$ cat src/rtl/smb_pkg.sv
package smb_pkg;
  localparam logic [7:0] QUERY_CODE = 8'hFF;
  localparam logic [7:0] ACK_CODE   = 8'h01;
  localparam int         LOCK_POS   = 1;
  localparam logic [7:0] LOCK_CODE  = 8'h02;

  typedef enum logic [1:0] {
    GS_IDLE   = 2'd0,
    GS_ACKED  = 2'd1,
    GS_LOCKED = 2'd2
  } guard_state_t;

  function automatic logic [7:0] state_value(guard_state_t s);
    case (s)
      GS_ACKED:  state_value = ACK_CODE;
      GS_LOCKED: state_value = LOCK_CODE;
      default:   state_value = 8'h00;
    endcase
  endfunction
endpackage

$ cat src/rtl/smb_lock_reg.sv
module smb_lock_reg
  import smb_pkg::*;
(
  input  logic       clk,
  input  logic       rst,
  input  logic       feat_en,
  input  logic       wr_en,
  input  logic [7:0] wdata,
  output logic [7:0] value_q,
  output logic       locked_q
);
  guard_state_t state_q, state_d;

  always_comb begin
    state_d = state_q;
    if (!feat_en) begin
      state_d = GS_IDLE;
    end else if (wr_en) begin
      case (state_q)
        GS_IDLE:   if (wdata == QUERY_CODE) state_d = GS_ACKED;
        GS_ACKED:  if (wdata[LOCK_POS]) state_d = GS_LOCKED;
        default:   state_d = GS_LOCKED;
      endcase
    end
  end

  always_ff @(posedge clk) begin
    if (rst) begin
      state_q  <= GS_IDLE;
      value_q  <= 8'h00;
      locked_q <= 1'b0;
    end else begin
      state_q  <= state_d;
      value_q  <= state_value(state_d);
      locked_q <= (state_d == GS_LOCKED);
    end
  end
endmodule

$ cat src/rtl/smb_range_decode.sv
module smb_range_decode #(
  parameter int              ADDR_W   = 32,
  parameter logic [ADDR_W-1:0] WIN_BASE = 'h30000,
  parameter logic [ADDR_W-1:0] WIN_SIZE = 'h20000
) (
  input  logic [ADDR_W-1:0] addr,
  output logic              hit
);
  localparam int  SZ_LOG  = $clog2(WIN_SIZE);
  localparam bit  POW2    = ((WIN_SIZE & (WIN_SIZE - 1'b1)) == '0);
  localparam bit  ALIGNED = POW2 && ((WIN_BASE & (WIN_SIZE - 1'b1)) == '0);

  generate
    if (ALIGNED) begin : g_mask
      logic [ADDR_W-1:0] diff;
      always_comb begin
        diff = addr ^ WIN_BASE;
        hit  = ((diff >> SZ_LOG) == '0);
      end
    end else begin : g_sub
      logic [ADDR_W-1:0] off;
      always_comb begin
        off = addr - WIN_BASE;
        hit = (off < WIN_SIZE);
      end
    end
  endgenerate
endmodule

$ cat src/rtl/smb_route.sv
module smb_route #(
  parameter int DATA_W = 32
) (
  input  logic              clk,
  input  logic              rst,
  input  logic              acc_valid,
  input  logic              acc_smm,
  input  logic              hit,
  input  logic              locked,
  output logic              rsp_valid,
  output logic              rsp_to_dram,
  output logic              rsp_blocked,
  output logic              rsp_smm_win,
  output logic [DATA_W-1:0] rsp_rdata
);
  logic hide_now;
  assign hide_now = locked && hit && !acc_smm;

  always_ff @(posedge clk) begin
    if (rst) begin
      rsp_valid   <= 1'b0;
      rsp_to_dram <= 1'b0;
      rsp_blocked <= 1'b0;
      rsp_smm_win <= 1'b0;
      rsp_rdata   <= '0;
    end else begin
      rsp_valid   <= acc_valid;
      rsp_to_dram <= acc_valid && !hide_now;
      rsp_blocked <= acc_valid && hide_now;
      rsp_smm_win <= acc_valid && locked && hit && acc_smm;
      rsp_rdata   <= (acc_valid && hide_now) ? '1 : '0;
    end
  end
endmodule

$ cat src/rtl/smb_guard.sv
module smb_guard #(
  parameter int                ADDR_W   = 32,
  parameter int                DATA_W   = 32,
  parameter logic [ADDR_W-1:0] WIN_BASE = 'h30000,
  parameter logic [ADDR_W-1:0] WIN_SIZE = 'h20000
) (
  input  logic              clk,
  input  logic              rst,
  input  logic              feat_en,
  input  logic              cfg_wr_en,
  input  logic [7:0]        cfg_wdata,
  output logic [7:0]        cfg_value,
  input  logic              acc_valid,
  input  logic              acc_smm,
  input  logic [ADDR_W-1:0] acc_addr,
  output logic              rsp_valid,
  output logic              rsp_to_dram,
  output logic              rsp_blocked,
  output logic              rsp_smm_win,
  output logic [DATA_W-1:0] rsp_rdata
);
  logic locked;
  logic hit;

  smb_lock_reg u_reg (
    .clk(clk), .rst(rst), .feat_en(feat_en),
    .wr_en(cfg_wr_en), .wdata(cfg_wdata),
    .value_q(cfg_value), .locked_q(locked)
  );

  smb_range_decode #(.ADDR_W(ADDR_W), .WIN_BASE(WIN_BASE), .WIN_SIZE(WIN_SIZE)) u_dec (
    .addr(acc_addr), .hit(hit)
  );

  smb_route #(.DATA_W(DATA_W)) u_route (
    .clk(clk), .rst(rst), .acc_valid(acc_valid), .acc_smm(acc_smm),
    .hit(hit), .locked(locked),
    .rsp_valid(rsp_valid), .rsp_to_dram(rsp_to_dram), .rsp_blocked(rsp_blocked),
    .rsp_smm_win(rsp_smm_win), .rsp_rdata(rsp_rdata)
  );
endmodule

$ cat config.mk
export PLATFORM = sky130hd
export DESIGN_NAME = smb_guard
export DESIGN_NICKNAME = d
export VERILOG_FILES = /design/src/rtl/smb_pkg.sv /design/src/rtl/smb_lock_reg.sv /design/src/rtl/smb_range_decode.sv /design/src/rtl/smb_route.sv /design/src/rtl/smb_guard.sv
export SDC_FILE = /design/constraint.sdc
export NUM_CORES = 1
export LEC_CHECK = 0
export BUFFER_PORTS_ARGS = -buffer_cell sky130_fd_sc_hd__buf_4
export CORE_MARGIN = 3
export CORE_UTILIZATION = 30
export CTS_CLUSTER_DIAMETER = 120
export CTS_CLUSTER_SIZE = 28
export DETAILED_ROUTE_END_ITERATION = 16
export GPL_TIMING_DRIVEN = 0
export HOLD_SLACK_MARGIN = 0.03
export PLACE_DENSITY = 0.89
export SETUP_SLACK_MARGIN = 0.15
export SKIP_LAST_GASP = 1
export SLEW_MARGIN = 20
export SYNTH_ARGS = -nofsm -noshare
export SYNTH_HDL_FRONTEND = slang
export SYNTH_SLANG_ARGS = --single-unit
$ cat constraint.sdc
create_clock -name clk -period 2.1 [get_ports clk]
set_clock_uncertainty 0.15 [all_clocks]
set_input_delay 0.21 -clock clk [delete_from_list [all_inputs] [get_ports clk]]
set_output_delay 0.21 -clock clk [all_outputs]
set_load 0.01 [all_outputs]
==> impl_metrics.ini, run 1 <==
[critical_path]
r2r-start = u_reg.locked_q
cp-start-kind = flop
critPathRequiredTime_ns = 1.74
reg2reg_setup_slack_ns = 0.87
reg2reg_depth = 3
path_class = reg2out
critPathCaptureType = output pin
arrival_ns = 1.21
crit_path_max_fanout = 33
crit_start = u_route.rsp_rdata[30]

[sta]
tightestPinTransition_ns = 0.5133
fmax_mhz = 636.6
grt_setup_unrepaired = no
finalSetupTns_ns = 0
setup_viol = 0
finalHoldViolCount = 0
fin_crit_ns = 1.571
slew_headroom_pct = 65.78
worst_slack_ns = 0.5292
fin_crit_sh_pct = 74.80
slew_violations = 0

[floorplanning]
start_util_pct = 32.72
io_pins = 90
die-area_mm2 = 0.002829
die_h_um = 53.19
core_mm2 = 0.002042
die_w_um = 53.19
rows = 16

[finish]
fillers = 179
area_delta_synth_final_pct = 89.70
antenna-diode-count = 0
stdcell_count = 182
ff_latch_area_um2 = 161.4
layout.nets = 204
final_layout_size_suffix_gt1_share_pct = 71.61
multi_input_area_um2 = 226.5
fin_util_pct = 62.07

[routing]
dr.pass1.iters = 4
drcViolationCount = 0
routed_via_density = 4.159
drt_wl_total_um = 1931
ant_nets = 0
avgRoutedWirePerCell_um = 10.61
drt_first_iter_violations = 4
vias = 757

[cts]
clkSinkCount = 8
cts_root_buf = clkbuf_4
cts_tree = done
clk_path_buf_depth = 2
clkLatencyLatePin_ns = 0.25
cts_htree_levels = 1
clk_pin_slew_ns = 0.06
numCtsBuffers = 3

[synth]
yosysTopAreaCell = buf_4
syn_area_per_cell_um2 = 8.566
synth_top_area_share_pct = 43.82
syn_area_um2 = 668.1
synthCells = 78
synthDistinctLibCells = 23
ys_warn_count = 0
ys.flop_type = dfxtp_1
synthTopCellsByArea = buf_4, dfxtp_1, and4_1
synth_seq_area_share_pct = 23.97
synth-edff-count = 0
ys_async_sr_fraction_pct = 0
synth-seq-cells = 8

[global_route]
grt_remaining_overflow = 0
grt_pass1_wl_um = 2677
grt_antenna_before_repair = 0
grt_usage_pct = 12.70
first_global_vias = 652
grt_max_degree = 34

[place]
port_buffers = 67
place_congestion = 0.7475
post-dp-hpwl_um = 1657
placed_cells = 177
dp_slack_ns = 0.3241

[min_path]
holdPathStages = 3
hp-class = in2reg
hp-start = acc_valid

[pwr]
vdd_drop_max_uv = 325.2
p_leak_nw = 0.7711
finalPower_mw = 0.3528
p_per_area_mw_per_mm2 = 278.4

[job]
drv_cap = 0

[outcome]
status = complete, no violations
-- registers in the layout, summed over array words and instances, names as in the netlist --
| signal | count |
|---|---|
| u_route.rsp_smm_win | 1 |
| u_route.rsp_rdata | 1 |
| u_route.rsp_to_dram | 1 |
| u_reg.locked_q | 1 |
| u_reg.state_q | 2 |
| u_route.rsp_valid | 1 |
| u_reg.value_q | 1 |
-- power breakdown --
group	total (mW)	switching (mW)	leakage (nW)	internal (mW)
registers	0.155	0.000628	0.0655	0.154
clock network	0.116	0.0506	0.0138	0.0653
logic	0.0824	0.0289	0.692	0.0535
total	0.353	0.0801	0.771	0.273
-- per-layer routing --
layer | wire length (um) | up-vias | global-route usage, %
li1 | - | 383 | -
met3 | 381 | 4 | 6.761
met5 | 0 | - | 0
met4 | 25 | 0 | 2.553
met1 | 583 | 313 | 11.30
met2 | 941 | 57 | 24.79
-- stage by stage --
stage	hold slack, ns	area (um^2)
2_1_floorplan	0.1321	686.9
3_3_place_gp	0.2598	1224
3_5_place_dp	0.2666	1224
4_1_cts	0.07083	1266
5_1_grt	0.07472	1267
6_report	0.08416	1267
-- area by class of cell --
type                       instances  share of cell area [%]
inverter                           2                  0.5923
tap                               27                   2.665
clock buffer                       3                   1.777
sequential                         8                   12.73
timing repair buffer              69                   41.26
buffer                            39                   23.10
multi-input combinational         34                   17.87
-- what timing repair did --
action,CTS,global route
buffers inserted,0,0
hold buffers,2,0
gates resized for setup,0,1
endpoints found under the setup margin,0,32
hold endpoints to repair,4,0
-- cells in the final DEF (no fill, tap or decap) --
master           n
dlygate4sd3_1    2
conb_1           6
mux2_2           1
nor2_1           2
a21o_1           2
dfxtp_1          7
or4_1            1
and4b_1          1
nand2_1          2
o22ai_1          1
and4_1           3
nor4b_1          1
a41o_1           1
buf_4          106
dfxtp_2          1
nand3_1          1
o21ai_0          1
inv_1            2
clkbuf_4         3
and3_1           2
and2_1           1
a311oi_1         2
o2111a_1         1
a21oi_1          1
ha_1             1
nor4_1           3
-- worst max-delay path: stages (launching register included) --
cell     delay, ns
dfxtp_2       0.65
buf_4         0.20
buf_4         0.11
-- cell usage after synthesis, types with 2 or more instances --
cell type,instances
buf_4,39
nand2_1,2
a311oi_1,2
and3_1,2
nor4_1,3
and4_1,3
inv_1,2
a21o_1,2
dfxtp_1,8
nor2_1,2
-- worst paths after layout --
path | to
max | rsp_rdata[20]
max reg2reg | u_route.rsp_rdata[30]
min reg2reg | u_reg.locked_q
min | u_route.rsp_to_dram
-- kinds of logic (layout without fill, tap and decap cells) --
kind of cell	Yosys count	in the layout	share of synthesized area [%]
other cells	1	6	0.5613
flops	8	8	23.97
fa+ha+maj	1	1	1.872
compound gates	9	9	10.49
mux	1	1	1.685
simple gates	17	17	16.48
buf+inv	41	113	44.94
Note: power is estimated with default switching activity, not from simulation.
==> run 2, diff against run 1 <==
Settings changed: CORE_UTILIZATION 30 to 27, PLACE_DENSITY 0.89 to 0.85.
Clock period 2.1 ns to 1.3 ns, I/O delays scaled along.
==> run 2 against run 1 <==
The run now ends with setup timing left. Cell area is 28% higher. Setup slack worse by 0.55 ns. Flip-flop and latch count unchanged. Count of clock-buffer cells in the layout unchanged. Sequential power grew 59%. Sequential share of layout area fell by 2.5 points. Critical path depth increased by 1. Die area grew 9.8%. Combinational power grew 93%. Register-to-register slack got worse by 0.80 ns. Via count grew 7.0%.
==> impl_metrics.ini, run 2 (synthesis results as in run 1) <==
[global_route]
grt_antenna_before_repair = 0
grt_max_degree = 17
grt_usage_pct = 13.18
first_global_vias = 796
grt_remaining_overflow = 0
grt_pass1_wl_um = 3387

[place]
place_congestion = 0.7147
post-dp-hpwl_um = 1647
port_buffers = 67

[min_path]
hp-class = in2reg

[routing]
drt_wl_total_um = 2505
drcViolationCount = 0
vias = 810
dr.pass1.iters = 3
routed_via_density = 4.241
ant_nets = 0
drt_first_iter_violations = 4
avgRoutedWirePerCell_um = 13.12

[pwr]
vdd_drop_max_uv = 670.0
finalPower_mw = 0.5969
p_per_area_mw_per_mm2 = 369.3
p_leak_nw = 0.8700

[cts]
clkSinkCount = 8
clk_path_buf_depth = 2
cts_htree_levels = 1
clk_pin_slew_ns = 0.06
cts_tree = done
clkLatencyLatePin_ns = 0.25
numCtsBuffers = 3
cts_root_buf = clkbuf_4

[sta]
setup_viol = 17
finalHoldViolCount = 0
hold_ws_ns = 0.05507
fmax_mhz = 758.6
fin_crit_sh_pct = 101.4
fin_crit_ns = 1.318
worst_slack_ns = -0.01818
slew_violations = 0
finalSetupTns_ns = -0.1047
grt_setup_unrepaired = yes

[outcome]
violations = setup timing
status = complete, but fails checks

[critical_path]
path_class = reg2out
critPathCaptureType = output pin
critPathRequiredTime_ns = 1.02
cp_cell_sequence = buf_12 -> buf_4 -> buf_4
cp-start-kind = flop
arrival_ns = 1.04
critPathMaxStageDelay_ns = 0.38
path_common_cell = buf_4
cpMaxStageDelayCell = dfxtp_4
crit_path_max_fanout = 9

[floorplanning]
die_w_um = 55.75
rows = 17
io_pins = 90
core_mm2 = 0.002276
start_util_pct = 29.36
die-area_mm2 = 0.003108
die_h_um = 55.75

[finish]
mostFrequentLayoutCells = buf_4, buf_6, conb_1, dfxtp_1
largest_register_ffs = 2
fin_util_pct = 71.03
antenna-diode-count = 0
final_common_cell = buf_4
area_delta_synth_final_pct = 141.9
layout.nets = 212
top_register = u_reg.state_q
final_layout_size_suffix_gt1_share_pct = 76.69

[job]
drv_cap = 0
==> run 2: cell count changes in the layout (fill, tap and decap cells not counted), moves of 2 or more <==
cell | before | now
buf_8 | 0 | 2
buf_12 | 0 | 2
a311oi_1 | 2 | 0
buf_6 | 0 | 43
a311oi_2 | 0 | 2
buf_4 | 106 | 63
==> run 2: path summary, 6_finish.rpt <==
path	startpoint	to	slack, ns	cells past startpoint
max	u_route.rsp_rdata[30]	rsp_rdata[18]	-0.02	3
max reg2reg	u_reg.locked_q	u_route.rsp_rdata[30]	0.07	3
min	feat_en	u_reg.state_q[0]	0.06	2
min reg2reg	u_reg.state_q[1]	u_reg.state_q[1]	0.43	2
==> run 2: through the flow <==
stage | setup slack, ns | std cells | instance area [um^2]
finish | -0.01818 | 191 | 1617
global route | -0.05053 | 191 | 1617
CTS | -0.01998 | 190 | 1456
detailed placement | -0.2985 | 178 | 1239
floorplan | -0.04655 | 83 | 700.7
global placement | -0.2662 | 178 | 1239
==> run 2: metal layers <==
metal	global-route usage (%)	vias to the layer above	routed length (um)	part of all wire [%]
met5	0	-	0	0
met4	3.819	0	21	0.84
met3	6.961	2	274	11
met2	25.84	53	1419	57
met1	11.27	354	789	31
li1	-	401	-	-
==> run 2: critical path, delay by kind of cell (launching register included) <==
family | cells | cell delay, ns
DFF | 1 | 0.38
buffers and inverters | 3 | 0.40
==> run 2: where the power goes <==
group / switching, mW / leakage (nW) / internal, mW
combinational: 0.0554 / 0.790 / 0.104
clock: 0.0844 / 0.0138 / 0.106
sequential: 0.000786 / 0.0663 / 0.247
total: 0.141 / 0.870 / 0.456
==> run 2: timing repair <==
| action | 4_1_cts | 5_1_grt |
|---|---|---|
| endpoints found under the setup margin | 38 | 38 |
| pin swaps | 0 | 1 |
| gates resized for setup | 25 | 36 |
| hold endpoints to repair | 5 | 0 |
| hold buffers | 4 | 0 |
| cloned | 1 | 1 |
| buffers inserted | 4 | 0 |
==> run 2: layout make-up <==
| cell class | count | area (um^2) |
|---|---|---|
| clock buffers | 3 | 22.52 |
| inverters | 2 | 7.507 |
| fillers | 171 | 659.4 |
| plain buffers | 39 | 360.3 |
| flip-flops and latches | 8 | 165.2 |
| well taps | 28 | 35.03 |
| multi-input cells | 34 | 264.0 |
| repair buffers | 77 | 762.0 |
